===== config.mk =====
export PLATFORM = sky130hd
export DESIGN_NAME = pinbank
export DESIGN_NICKNAME = d
export VERILOG_FILES = /design/src/rtl/pinbank_pkg.sv /design/src/rtl/pinbank_sync.sv /design/src/rtl/pinbank_decode.sv /design/src/rtl/pinbank_word.sv /design/src/rtl/pinbank.sv
export SDC_FILE = /design/constraint.sdc
export NUM_CORES = 1
export LEC_CHECK = 0
export BUFFER_PORTS_ARGS = -buffer_cell sky130_fd_sc_hd__buf_2
export CORE_MARGIN = 3
export CORE_UTILIZATION = 47
export DETAILED_ROUTE_END_ITERATION = 7
export PLACE_DENSITY = 0.81
export SETUP_SLACK_MARGIN = 0.05
export SLEW_MARGIN = 15
export SYNTH_ARGS = -nofsm -noshare
export SYNTH_HDL_FRONTEND = slang
export SYNTH_SLANG_ARGS = --single-unit

===== constraint.sdc =====
create_clock -name clk -period 1.2 [get_ports clk]
set_input_delay 0.18 -clock clk [delete_from_list [all_inputs] [get_ports clk]]
set_output_delay 0.18 -clock clk [all_outputs]
set_load 0.05 [all_outputs]

===== src/rtl/pinbank_pkg.sv =====
package pinbank_pkg;

    localparam int unsigned WORD_W       = 32;
    localparam int unsigned WORD_SPAN_LG = 4;

    typedef logic [WORD_W-1:0] word_t;

    typedef enum logic [1:0] {
        KIND_DIR  = 2'd0,
        KIND_DOUT = 2'd1,
        KIND_DIN  = 2'd2,
        KIND_VIEW = 2'd3
    } reg_kind_e;

endpackage


===== src/rtl/pinbank_sync.sv =====
module pinbank_sync #(
    parameter int unsigned W = 8
) (
    input  logic         clk,
    input  logic         rst_n,
    input  logic [W-1:0] async_in,
    output logic [W-1:0] sync_out
);

    typedef struct packed {
        logic [W-1:0] s1;
        logic [W-1:0] s2;
    } sync_state_t;

    sync_state_t state_d, state_q;

    always_comb begin
        state_d    = state_q;
        state_d.s1 = async_in;
        state_d.s2 = state_q.s1;
    end

    always_ff @(posedge clk or negedge rst_n) begin
        if (!rst_n) begin
            state_q <= '0;
        end else begin
            state_q <= state_d;
        end
    end

    assign sync_out = state_q.s2;

endmodule


===== src/rtl/pinbank_decode.sv =====
module pinbank_decode
    import pinbank_pkg::*;
#(
    parameter int unsigned ADDR_W    = 8,
    parameter int unsigned NUM_WORDS = 2,
    parameter int unsigned IDX_W     = 1
) (
    input  logic [ADDR_W-1:0] addr,
    output logic              hit,
    output logic [IDX_W-1:0]  idx,
    output reg_kind_e         kind
);

    localparam int unsigned WF_W = ADDR_W - WORD_SPAN_LG;

    logic [WF_W-1:0] word_field;

    always_comb begin
        word_field = addr[ADDR_W-1:WORD_SPAN_LG];
        kind       = reg_kind_e'(addr[3:2]);
        idx        = word_field[IDX_W-1:0];
        hit        = (addr[1:0] == 2'b00) && (int'(word_field) < int'(NUM_WORDS));
    end

endmodule


===== src/rtl/pinbank_word.sv =====
module pinbank_word
    import pinbank_pkg::*;
#(
    parameter int unsigned LIVE_BITS = 32
) (
    input  logic  clk,
    input  logic  rst_n,
    input  logic  wr_dir,
    input  logic  wr_dout,
    input  word_t wdata,
    output word_t dir_q,
    output word_t dout_q
);

    localparam logic [WORD_W:0] TOP_BIT   = (WORD_W + 1)'(1) << LIVE_BITS;
    localparam word_t           LIVE_MASK = WORD_W'(TOP_BIT - 1'b1);

    typedef struct packed {
        word_t dir;
        word_t dout;
    } word_state_t;

    word_state_t state_d, state_q;

    always_comb begin
        state_d = state_q;
        if (wr_dir) begin
            state_d.dir = wdata & LIVE_MASK;
        end
        if (wr_dout) begin
            state_d.dout = wdata & LIVE_MASK;
        end
    end

    always_ff @(posedge clk or negedge rst_n) begin
        if (!rst_n) begin
            state_q <= '0;
        end else begin
            state_q <= state_d;
        end
    end

    assign dir_q  = state_q.dir;
    assign dout_q = state_q.dout;

endmodule


===== src/rtl/pinbank.sv =====
module pinbank
    import pinbank_pkg::*;
#(
    parameter int unsigned NUM_PINS = 40,
    parameter int unsigned ADDR_W   = 8
) (
    input  logic                clk,
    input  logic                rst_n,
    input  logic                req_valid,
    input  logic                req_write,
    input  logic [ADDR_W-1:0]   req_addr,
    input  logic [31:0]         req_wdata,
    output logic                rsp_valid,
    output logic [31:0]         rsp_rdata,
    input  logic [NUM_PINS-1:0] pad_in,
    output logic [NUM_PINS-1:0] pad_oe,
    output logic [NUM_PINS-1:0] pad_out
);

    localparam int unsigned NUM_WORDS = (NUM_PINS + WORD_W - 1) / WORD_W;
    localparam int unsigned IDX_W     = (NUM_WORDS > 1) ? $clog2(NUM_WORDS) : 1;
    localparam int unsigned PAD_W     = NUM_WORDS * WORD_W;

    typedef struct packed {
        logic  rsp_valid;
        word_t rsp_rdata;
    } port_state_t;

    port_state_t state_d, state_q;

    logic              dec_hit;
    logic [IDX_W-1:0]  dec_idx;
    reg_kind_e         dec_kind;
    logic [NUM_PINS-1:0] din_sync;
    logic [PAD_W-1:0]  din_all;
    word_t             dir_words  [NUM_WORDS];
    word_t             dout_words [NUM_WORDS];
    word_t             din_words  [NUM_WORDS];
    logic              wr_dir     [NUM_WORDS];
    logic              wr_dout    [NUM_WORDS];

    pinbank_decode #(
        .ADDR_W    (ADDR_W),
        .NUM_WORDS (NUM_WORDS),
        .IDX_W     (IDX_W)
    ) u_decode (
        .addr (req_addr),
        .hit  (dec_hit),
        .idx  (dec_idx),
        .kind (dec_kind)
    );

    pinbank_sync #(
        .W (NUM_PINS)
    ) u_sync (
        .clk      (clk),
        .rst_n    (rst_n),
        .async_in (pad_in),
        .sync_out (din_sync)
    );

    assign din_all = PAD_W'(din_sync);

    for (genvar w = 0; w < NUM_WORDS; w++) begin : g_word
        localparam int unsigned REMAIN = NUM_PINS - w * WORD_W;
        localparam int unsigned LIVE   = (REMAIN >= WORD_W) ? WORD_W : REMAIN;

        always_comb begin
            wr_dir[w]  = req_valid && req_write && dec_hit &&
                         (int'(dec_idx) == w) && (dec_kind == KIND_DIR);
            wr_dout[w] = req_valid && req_write && dec_hit &&
                         (int'(dec_idx) == w) && (dec_kind == KIND_DOUT);
        end

        assign din_words[w] = din_all[w*WORD_W +: WORD_W];

        pinbank_word #(
            .LIVE_BITS (LIVE)
        ) u_word (
            .clk     (clk),
            .rst_n   (rst_n),
            .wr_dir  (wr_dir[w]),
            .wr_dout (wr_dout[w]),
            .wdata   (req_wdata),
            .dir_q   (dir_words[w]),
            .dout_q  (dout_words[w])
        );
    end

    for (genvar p = 0; p < NUM_PINS; p++) begin : g_pin
        assign pad_oe[p]  = dir_words[p / WORD_W][p % WORD_W];
        assign pad_out[p] = dout_words[p / WORD_W][p % WORD_W];
    end

    always_comb begin
        word_t sel_dir;
        word_t sel_dout;
        word_t sel_din;
        word_t rd_word;

        sel_dir  = '0;
        sel_dout = '0;
        sel_din  = '0;
        for (int w = 0; w < int'(NUM_WORDS); w++) begin
            if (int'(dec_idx) == w) begin
                sel_dir  = dir_words[w];
                sel_dout = dout_words[w];
                sel_din  = din_words[w];
            end
        end

        rd_word = '0;
        if (dec_hit) begin
            unique case (dec_kind)
                KIND_DIR:  rd_word = sel_dir;
                KIND_DOUT: rd_word = sel_dout;
                KIND_DIN:  rd_word = sel_din;
                KIND_VIEW: rd_word = (sel_dir & sel_dout) | (~sel_dir & sel_din);
                default:   rd_word = '0;
            endcase
        end

        state_d           = state_q;
        state_d.rsp_valid = req_valid && !req_write;
        if (req_valid && !req_write) begin
            state_d.rsp_rdata = rd_word;
        end
    end

    always_ff @(posedge clk or negedge rst_n) begin
        if (!rst_n) begin
            state_q <= '0;
        end else begin
            state_q <= state_d;
        end
    end

    assign rsp_valid = state_q.rsp_valid;
    assign rsp_rdata = state_q.rsp_rdata;

endmodule


======== Word level (Yosys, flattened, before mapping) ========
Index checks and enable logic that the tools add are counted.
word-level totals
  word-level logic and storage cells ...... 35
  output and inout port bits .............. 113
  flip-flop bits (word level) ............. 193
  bits of input ports ..................... 84
operators by class
  mux-type cells .......................... 5
  eq/ne operators ......................... 3
  reduce and logical (&&, ||, !) cells .... 13
  bitwise logic cells ..................... 5
  $lt $le $gt $ge ......................... 1
operators by type and width
  kind                                                                   number
  32-bit 2-to-1 mux                                                      4
  32-bit case mux with 4 select lines                                    1
  32-bit bitwise AND                                                     2
  32-bit inverter                                                        1
  32-bit OR                                                              1
  1-bit logical AND                                                      10
  2-bit equality test, second input constant                             2
  2-bit logical NOT                                                      2
  4-bit by 2-bit < comparator with 1-bit output, second input constant   1
  2-bit by 1-bit equality test with 1-bit output, second input constant  1
  1-bit logical NOT                                                      1
  1-bit inverter                                                         1

======== Depth between registers and ports, before layout ========
  depth in word-level cells ............... 6
  mapped depth ............................ 7
  gate-level depth less buffers ........... 4

======== Cells and area by module ========
Synthesis repeated with hierarchy kept, for this count alone.
unflattened totals
  cell total of the unflattened synthesis .. 680
  area, all modules ....................... 9,102.5 um^2
modules (own cells, without submodules)
  module                           cells each  area an instance (um^2)  times used
  pinbank                          376         3,349.5                  1
  pinbank_word (g_word[0].u_word)  136         2,690.1                  1
  pinbank_sync                     80          2,001.9                  1
  pinbank_word (g_word[1].u_word)  83          1,027.2                  1
  pinbank_decode                   5           33.8                     1

======== Least setup slack after synthesis ========
No wires, ideal clock.
  path kind ............................... input-to-reg
  start ................................... in req_addr[0]
  end ..................................... reg g_word[1].u_word.state_q (netlist bit g_word[1].u_word.dout_q[4])
  cell stages on the path ................. 5
  slack ................................... -0.407 ns
  arrival ................................. 1.482 ns
  required time ........................... 1.075 ns
  buffers on the path ..................... 1
  setup time .............................. 0.125 ns
  cell sequence ........................... nor4_2 > nor3b_4 > and3_1 > buf_4 > mux2_2
between the ends
  cells in the longest elaborated chain, start to end .. 5
ends and longest elaborated chain
  item                            line                  RTL
  from (decl)                     pinbank.sv:11         input logic [ADDR_W-1:0] req_addr,
  2-bit logical NOT               pinbank_decode.sv:22  hit = (addr[1:0] == 2'b00) && (int'(word_field) < int'(NUM_WORDS));
  1-bit logical AND               pinbank_decode.sv:22
  1-bit logical AND (2 in a row)  pinbank.sv:71         wr_dout[w] = req_valid && req_write && dec_hit &&
  1-bit logical AND               pinbank.sv:72         (int'(dec_idx) == w) && (dec_kind == KIND_DOUT);
  to (signal assigned)            pinbank_word.sv:39    state_q <= state_d;
  to (decl)                       pinbank_word.sv:23    word_state_t state_d, state_q;
Every way passes these cells.
A chain may end at the register's enable or synchronous reset.

======== Final worst setup path ========
  start ................................... in req_addr[5]
  end ..................................... reg g_word[1].u_word.state_q (netlist bit g_word[1].u_word.dir_q[5])
between the ends
  cells in the longest elaborated chain, start to end .. 5
ends and longest elaborated chain
  item                                           line                  RTL
  4-bit by 2-bit < comparator with 1-bit output  pinbank_decode.sv:22
  1-bit logical AND                              pinbank_decode.sv:22
  1-bit logical AND (2 in a row)                 pinbank.sv:69         wr_dir[w] = req_valid && req_write && dec_hit &&
  1-bit logical AND                              pinbank.sv:70         (int'(dec_idx) == w) && (dec_kind == KIND_DIR);
Every way passes these cells.

==> impl_metrics.csv <==
group,metric,value,unit
critical_path,slowest_delay,0.39,ns
place,placed_cell_area,9310,µm²
final_layout,fin_area,12600,µm²
clock_tree,cts_buffer_depth,2,
die,die_w,132,µm
die,core,15400,µm²
run,maxCapViolCount,0,
critical_path,reg2reg_from,"g_word[1].u_word.dout_q[0]",
final_layout,area_delta_synth_final,67.7,%
critical_path,cp_cell_sequence,"buf_6 > nor4_4 > nor3b_4 > buf_4 > nand3b_2 > mux2_2",
clock_tree,cts_max_level,4,
clock_tree,cts_buffers,17,
routing,routed_via_density,5.75,
global_route,grt_first_pass_wirelength,40400,µm
routing,ant_nets,0,
critical_path,criticalPathCategory,"in2reg",
timing,setup_ws,-0.323,ns
place,hpwlAfterDp,13700,µm
critical_path,worstRegToRegCells,4,
clock_tree,cts-root-buf,"clkbuf_16",
power_and_ir_drop,vdd_ir_drop_max,0.00104,V
critical_path,reg2reg_to,"rsp_rdata[0]",
clock_tree,clk_latency,0.43,ns
routing,drt-pass1-iter-count,5,
die,row_count,45,
timing,setup_viol,175,
worst_hold_path,min_from,"req_wdata[24]",
die,io_pins,197,
critical_path,critPathTopFamily,"simple AND/OR/NAND/NOR gates",
routing,wl_per_cell,24.4,µm
power_and_ir_drop,leakage,0.00602,µW
final_layout,layout.nets,999,
synthesis,syn_area,7510,µm²
critical_path,arrival,1.84,ns
synthesis,ys_seq_area_frac,0.643,
routing,routed_wl,27800,µm
clock_tree,cts.sinks,193,
critical_path,cp_max_fo,8,
timing,timing.final.crit_share,1.27,
timing,finalMaxSlewViolations,0,
place,gp_congestion,0.834,
routing,route.vias.total,6552,
place,dpl_worst_slack,-0.553,ns
timing,final_hold_viol_count,0,
timing,period_minus_slack,1.52,ns
timing,max_slew_margin,0.709,
power_and_ir_drop,power_density,1190,nW/µm²
global_route,grt_overflow,0,
timing,fmax,0.657,GHz
worst_hold_path,min_to,"g_word[0].u_word.dout_q[24]",
critical_path,rrSetupSlack,-0.23,ns
final_layout,antenna_cells,0,
timing,clock_skew,0.00841,ns
synthesis,syn_area_per_cell,14.2,µm²
critical_path,cp_slowest_cell,"mux2_2",
final_layout,fillCellCount,792,
synthesis,syn_inst,528,
final_layout,drive_gt1_frac,0.653,
status,outcome,"finished, violations left",
global_route,antenna_found_initial,1,
timing,hold_ws,0.0121,ns
die,die_h,132,µm
routing,dr.first_iter.drc_count,369,
worst_hold_path,hp-class,"in2reg",
worst_hold_path,hold_depth,2,
synthesis,synth_cell_types,30,
die,start_util,0.487,
global_route,grt_use_total,0.300,
clock_tree,cts_tree,"done",
final_layout,final_util,0.816,
critical_path,worstSetupStartpointType,"input pin",
global_route,grt_max_degree,47,
critical_path,worst-path-buf-inv,2,
synthesis,yosysWarnings,0,
global_route,first_global_vias,7082,
status,violations,"negative setup slack",
die,die_area,17500,µm²
place,port_buffers,196,
synthesis,syn_nets,612,
timing,tightest_slew,0.436,ns
synthesis,ys_seq_elements,193,
clock_tree,clkTransAtPathRegs,0.07,ns
timing,rsz0062_at_grt,"true",
critical_path,critPathCaptureType,"register",
routing,route.detailed.drc,0,
critical_path,required,1.51,ns
==> per-layer routing <==
metal / track usage / part of all wire
met2: 0.532 / 0.53
met4: 0.144 / 0.056
met1: 0.336 / 0.36
met3: 0.0767 / 0.062
met5: 0 / 0.00032
==> how the worst max path moves through the flow <==
stage / start / end / slack, ns / cells after the start
global placement: req_addr[5] / g_word[0].u_word.dout_q[4] / -0.52 / 7
global route: req_addr[5] / g_word[1].u_word.dir_q[5] / -0.32 / 6
detailed placement: req_addr[5] / g_word[1].u_word.dout_q[5] / -0.55 / 6
finish: req_addr[5] / g_word[1].u_word.dir_q[5] / -0.32 / 6
floorplan: req_addr[5] / g_word[1].u_word.dout_q[0] / -0.38 / 5
CTS: g_word[0].u_word.dout_q[3] / pad_out[3] / -0.19 / 3
==> cells by family (layout without fill, tap and decap cells) <==
kind of cell | after synthesis | in the layout | share of synthesized area
flops | 193 | 193 | 0.643
compound gates | 88 | 88 | 0.0867
mux | 120 | 120 | 0.179
simple gates | 95 | 95 | 0.0683
buf+inv | 32 | 432 | 0.0232
==> worst register-to-register path, delay by kind of cell, from the launching register on <==
| kind | cells | cell delay [ns] |
|---|---|---|
| flops | 1 | 0.40 |
| buf+inv | 1 | 0.14 |
| compound gates | 2 | 0.62 |
| simple gates | 1 | 0.14 |
==> stage by stage <==
stage	power (µW)	cells	setup TNS [ns]
floorplan	7610	528	-23.14
global placement	8200	966	-48.00
detailed placement	8250	966	-50.89
CTS	14800	1115	-12.32
global route	15400	1139	-23.59
finish	15000	1139	-20.57
==> placed cells by master, fill, tap and decap left out, types with 15 or more instances in the layout <==
cell	count
dlygate4sd3_1	60
o221ai_1	16
nand2_1	49
buf_6	122
dfrtp_2	59
buf_4	98
dfrtp_1	134
buf_8	21
mux2_2	78
buf_2	80
clkbuf_16	17
o21ai_2	22
nand3b_1	24
buf_12	15
mux2_4	34
==> final cells by class <==
type,count,area [µm²],share of cell area
multi-input combinational,303,2970,0.236
sequential,193,4900,0.389
inverter,1,3.75,0.000298
timing repair buffer,399,3790,0.301
clock buffer,17,425,0.0338
clock inverter,15,224,0.0178
tap,211,264,0.0210
==> flip-flops by register name (all words and copies together) (netlist names) <==
name / cells
rsp_valid: 1
rsp_rdata: 32
u_sync.sync_out: 40
g_word.u_word.dir_q: 40
g_word.u_word.dout_q: 40
u_sync.state_d: 40
==> cell usage after synthesis (all sizes together) <==
cell type | instances | area, µm²
inv | 1 | 3.75
nor4 | 1 | 12.5
o221ai | 23 | 201
clkbuf | 13 | 48.8
nand3b | 25 | 191
and3b | 1 | 8.76
o21ai | 31 | 155
nand2b | 3 | 18.8
nor2b | 1 | 6.26
a22oi | 8 | 60.1
a311oi | 16 | 140
mux2 | 112 | 1260
nor3b | 1 | 18.8
o22ai | 1 | 6.26
nand2 | 51 | 206
o31ai | 1 | 7.51
buf | 18 | 121
and3 | 1 | 6.26
nor2 | 10 | 37.5
a32o | 8 | 80.1
mux2i | 8 | 80.1
dfrtp | 193 | 4830
or3 | 1 | 6.26
==> report_power, final <==
part,switching [µW],internal [µW],leakage (µW)
registers,155,6730,0.00241
logic,1000,838,0.00330
clock network,2680,3570,0.000310
==> repair_timing <==
item	in CTS	in global routing
hold endpoints to repair	102	1
hold buffers	59	1
endpoints found under the setup margin	203	225
cloned	7	0
pin swaps	8	16
resized for setup	320	70
buffers inserted	51	28
Power figures use the tool's default switching activity.
